===== src/rtl/uart_tx_serializer.sv =====
`timescale 1ns/1ps
module uart_tx_serializer #(
  parameter int OSR = 16
) (
  input  logic       clk,
  input  logic       rst_n,
  input  logic       tick,
  input  logic       data_valid,
  input  logic [7:0] data,
  output logic       data_ready,
  input  logic [1:0] word_len,
  input  logic       par_en,
  input  logic       par_even,
  input  logic       par_stick,
  input  logic       two_stop,
  input  logic       send_break,
  input  logic       glob_en,
  input  logic       tx_en,
  input  logic       cts_flow_en,
  input  logic       cts_n,
  output logic       txd,
  output logic       busy
);
  localparam int TW = (OSR > 1) ? $clog2(OSR) : 1;
  localparam int FW = 12;
  localparam int NW = $clog2(FW + 1);

  logic          active;
  logic [TW-1:0] tcnt;
  logic [NW-1:0] left;
  logic [FW-1:0] sh;
  logic [FW-1:0] frame;
  logic [NW-1:0] flen;
  logic [3:0]    dlen;
  logic [7:0]    dmask;
  logic          pbit;
  logic          go;

  always_comb begin
    dlen  = 4'd5 + {2'b00, word_len};
    dmask = 8'hFF >> (4'd8 - dlen);
    if (par_stick) pbit = ~par_even;
    else           pbit = par_even ? ^(data & dmask) : ~^(data & dmask);
    frame = '1;
    frame[0] = 1'b0;
    for (int i = 0; i < 8; i++)
      if (i < int'(dlen)) frame[i+1] = data[i];
    if (par_en) frame[dlen + 4'd1] = pbit;
    flen = NW'(dlen) + NW'(2) + NW'(par_en) + NW'(two_stop);
  end

  assign go = !active && data_valid && glob_en && tx_en && !send_break &&
              (!cts_flow_en || !cts_n);
  assign data_ready = go;
  assign busy = active | data_valid;
  assign txd  = active ? sh[0] : ~send_break;

  always_ff @(posedge clk or negedge rst_n) begin
    if (!rst_n) begin
      active <= 1'b0;
      tcnt   <= '0;
      left   <= '0;
      sh     <= '1;
    end else if (go) begin
      active <= 1'b1;
      tcnt   <= '0;
      left   <= flen;
      sh     <= frame;
    end else if (active && tick) begin
      if (tcnt == TW'(OSR - 1)) begin
        tcnt <= '0;
        sh   <= {1'b1, sh[FW-1:1]};
        left <= left - NW'(1);
        if (left == NW'(1)) active <= 1'b0;
      end else begin
        tcnt <= tcnt + TW'(1);
      end
    end
  end
endmodule



===== config.mk =====
export PLATFORM = sky130hd
export DESIGN_NAME = uart_tx_serializer
export DESIGN_NICKNAME = d
export VERILOG_FILES = /design/src/rtl/uart_tx_serializer.sv
export SDC_FILE = /design/constraint.sdc
export NUM_CORES = 1
export LEC_CHECK = 0
export ABC_AREA = 0
export BUFFER_PORTS_ARGS = -buffer_cell sky130_fd_sc_hd__buf_2
export CAP_MARGIN = 20
export CORE_AREA = 5 5 58 70
export DETAILED_ROUTE_END_ITERATION = 12
export DIE_AREA = 0 0 63 75
export PLACE_DENSITY = 0.73
export SLEW_MARGIN = 0
export SYNTH_ARGS = -nofsm -noshare
export SYNTH_HDL_FRONTEND = slang
export SYNTH_SLANG_ARGS = --single-unit

===== constraint.sdc =====
create_clock -name clk -period 1.8 [get_ports clk]
set_input_delay 0.45 -clock clk [delete_from_list [all_inputs] [get_ports clk]]
set_output_delay 0.45 -clock clk [all_outputs]
set_load 0.02 [all_outputs]

==> flow_summary.toml <==
[finish]
multiInputGateArea_sq_mm = 0.00108
stdcell_count = 266
drive_gt1_frac = 0.454
seq_area_sq_um = 541
nets = 267
antennaDiodeCount = 0
synthToLayoutAreaGrowth_pct = 35.6
nFillCells = 278

[global_route]
use_met3 = 0.0194
met2_usage = 0.339
grt_antenna_before_repair = 0
grt_overflow = 0
grt_max_degree = 22
grt_most_used_layer = "met2"
grt_use_met1 = 0.196
grt_pass1_wl_mm = 6.75
grt_pass1_vias = 1521
grt.total_usage = 0.178

[synthesis]
synth_top_area_frac = 0.197
synth_area_leaders = "dfstp_2, dfrtp_1, ha_1"
syn_area_sq_mm = 0.00160
synth-warning-count = 0
synth_edf_count = 0
yosysSeqAreaShare = 0.337
synthArstFlopShare = 1.00
synth_fp_nets = 210
postSynthAreaPerCell_sq_um = 9.27
syn_inst = 173
synth_top_cell_by_area = "dfstp_2"
synth_flop_cell = "dfstp_2"
ys_top_cells_by_count = "nand2_1, ha_1, inv_1"
ys_types = 42
synth_most_common_cell = "nand2_1"
ys_seq_elements = 21

[worst_setup_path]
critPathKind = "primary input to register"
worstPathMaxFanout = 5
startpoint_type = "primary input"
cpPeakStageDelay_ps = 430
end_kind = "register"
critPathTopFamily = "simple AND/OR/NAND/NOR gates"
worstPathRequired_ps = 1980
path_cells = "buf_8, clkinvlp_4, ha_4, xor2_1, nand2_1, xnor3_1, or3_4, a2111oi_4, a31oi_1"
rrSetupSlack_ps = 50
crit_buf_inv = 2
critPathArrivalTime_ps = 2380
cp_slowest_cell = "or3_4"

[sta]
period_needed_ps = 2190
setup_tns_ps = -4060
fmax_mhz = 456
finClkSkew_ps = 6.60
setup_violations = 12
rsz0062_at_grt = "yes"
tightest_slew_ps = 453
drv_slew = 0
hold_viol = 0
fin_crit_sh = 1.22
hold_slack_ps = 127
worst_slack_ps = -394
slew-limit-headroom = 0.698

[route]
drc = 0
wl_per_cell_um = 14.5
viasPerCell = 5.46
wl_mm = 3.86
ant_nets = 0
drt-initial-drc-count = 55
vias = 1452
firstDrtPassIters = 4

[placed_design]
numPortBuffers = 25
place_congestion = 0.898
dp_hpwl_mm = 3.10
place_inst = 258
pre_cts_ws_ps = -747

[run]
cap_violations = 0

[power_and_ir_drop]
peakVddDrop_v = 0.000544
power_leakage_uw = 0.000975
power_uw = 1940
power-per-cell-area_mw_per_mm2 = 894

[die]
ios = 26
initial_core_util = 0.485
core_region_area_sq_mm = 0.00331
die-area_sq_mm = 0.00473
die_h_um = 75
chipWidth_um = 63
rows = 23

[clocking]
clk_pin_slew_worst_paths_ps = 80
cts_num_sinks = 21
clkLatencyLatePin_ps = 260
cts_buffers = 3
cts-root-buf = "clkbuf_8"
cts.path.max_buffers = 2
ctsHoldBuffers = 0
cts_tree = "yes"
htree_levels = 1

[outcome]
status = "finished, violations left"
failed_checks = "setup timing"

[hold_path]
min_path_type = "primary input to asynchronous set/reset pin"
==> per-layer routing <==
| layer | vias to the layer above | part of all wire |
|---|---|---|
| met5 | - | 0 |
| met4 | 0 | 0.026 |
| met3 | 9 | 0.047 |
| met2 | 50 | 0.54 |
| met1 | 675 | 0.39 |
| li1 | 718 | - |
==> where the power goes <==
group          internal [uW]  switching [uW]  leakage [uW]
combinational            428             378      0.000719
sequential               706             124      0.000233
clock                    158             151     0.0000228
total                   1290             653      0.000975
==> through the flow <==
stage                     utilization  instance area (sq um)
final                           0.657                   2180
after global routing            0.657                   2180
after CTS                       0.636                   2100
after detailed placement        0.611                   2020
after global placement          0.611                   2020
after floorplan                     -                   1660
==> logic make-up (layout without fill, tap and decap cells) <==
family | after synthesis | after routing | synth area share
buffers and inverters | 23 | 79 | 0.0601
XOR/XNOR | 13 | 13 | 0.0881
multiplexers | 10 | 10 | 0.0679
AO/OA/AOI/OAI | 45 | 45 | 0.185
AND/OR/NAND/NOR | 47 | 47 | 0.148
flip-flops | 21 | 21 | 0.337
adder cells (fa/ha/maj) | 14 | 14 | 0.114
==> registers in the layout, indices dropped and copies added (netlist names) <==
name,cells
left,4
tcnt,4
active,1
sh,12
==> layout make-up <==
class | instances | area share
Clock buffer | 4 | 0.0207
Inverter | 14 | 0.0259
Multi-Input combinational cell | 129 | 0.495
Sequential cell | 21 | 0.248
Tap cell | 37 | 0.0213
Timing Repair Buffer | 61 | 0.189
==> cells in the final DEF, fill, tap and decap left out, types with 3 or more instances in the layout <==
| cell | count |
|---|---|
| xor2_1 | 3 |
| buf_2 | 23 |
| nor2_1 | 8 |
| mux2_2 | 7 |
| buf_4 | 36 |
| a41oi_2 | 3 |
| mux2i_1 | 3 |
| nor2b_1 | 4 |
| o21ai_1 | 4 |
| nand3_1 | 4 |
| ha_1 | 11 |
| dfstp_2 | 12 |
| dfrtp_1 | 9 |
| inv_1 | 11 |
| clkbuf_8 | 3 |
| o21ai_0 | 7 |
| xnor2_1 | 7 |
| nand2_1 | 17 |
| a31oi_1 | 3 |
| a211oi_1 | 3 |
| a21oi_1 | 9 |
==> worst register-to-register path, stage by stage (launching register included) <==
cell	delay [ps]
dfrtp_1	390
ha_1	220
nand3_1	110
nor2_1	210
buf_4	270
mux2_2	350
nand2_1	70
o31ai_1	70
==> timing repair <==
item	in CTS	in global routing
setup buffers	1	3
gates resized for setup	8	8
pin swaps	6	4
endpoints found under the setup margin	12	13
==> path summary, 6_finish.rpt <==
path | endpoint | from | cells past startpoint
min | tcnt[3]$_DFFE_PN0P_ | rst_n | 1
min reg2reg | tcnt[3]$_DFFE_PN0P_ | tcnt[3]$_DFFE_PN0P_ | 2
max reg2reg | sh[8]$_DFFE_PN1P_ | tcnt[1]$_DFFE_PN0P_ | 7
min in group clk | tcnt[1]$_DFFE_PN0P_ | tick | 3
max in group asynchronous | sh[9]$_DFFE_PN1P_ | rst_n | 1
max | sh[10]$_DFFE_PN1P_ | word_len[0] | 9
Power figures use the tool's default switching activity.
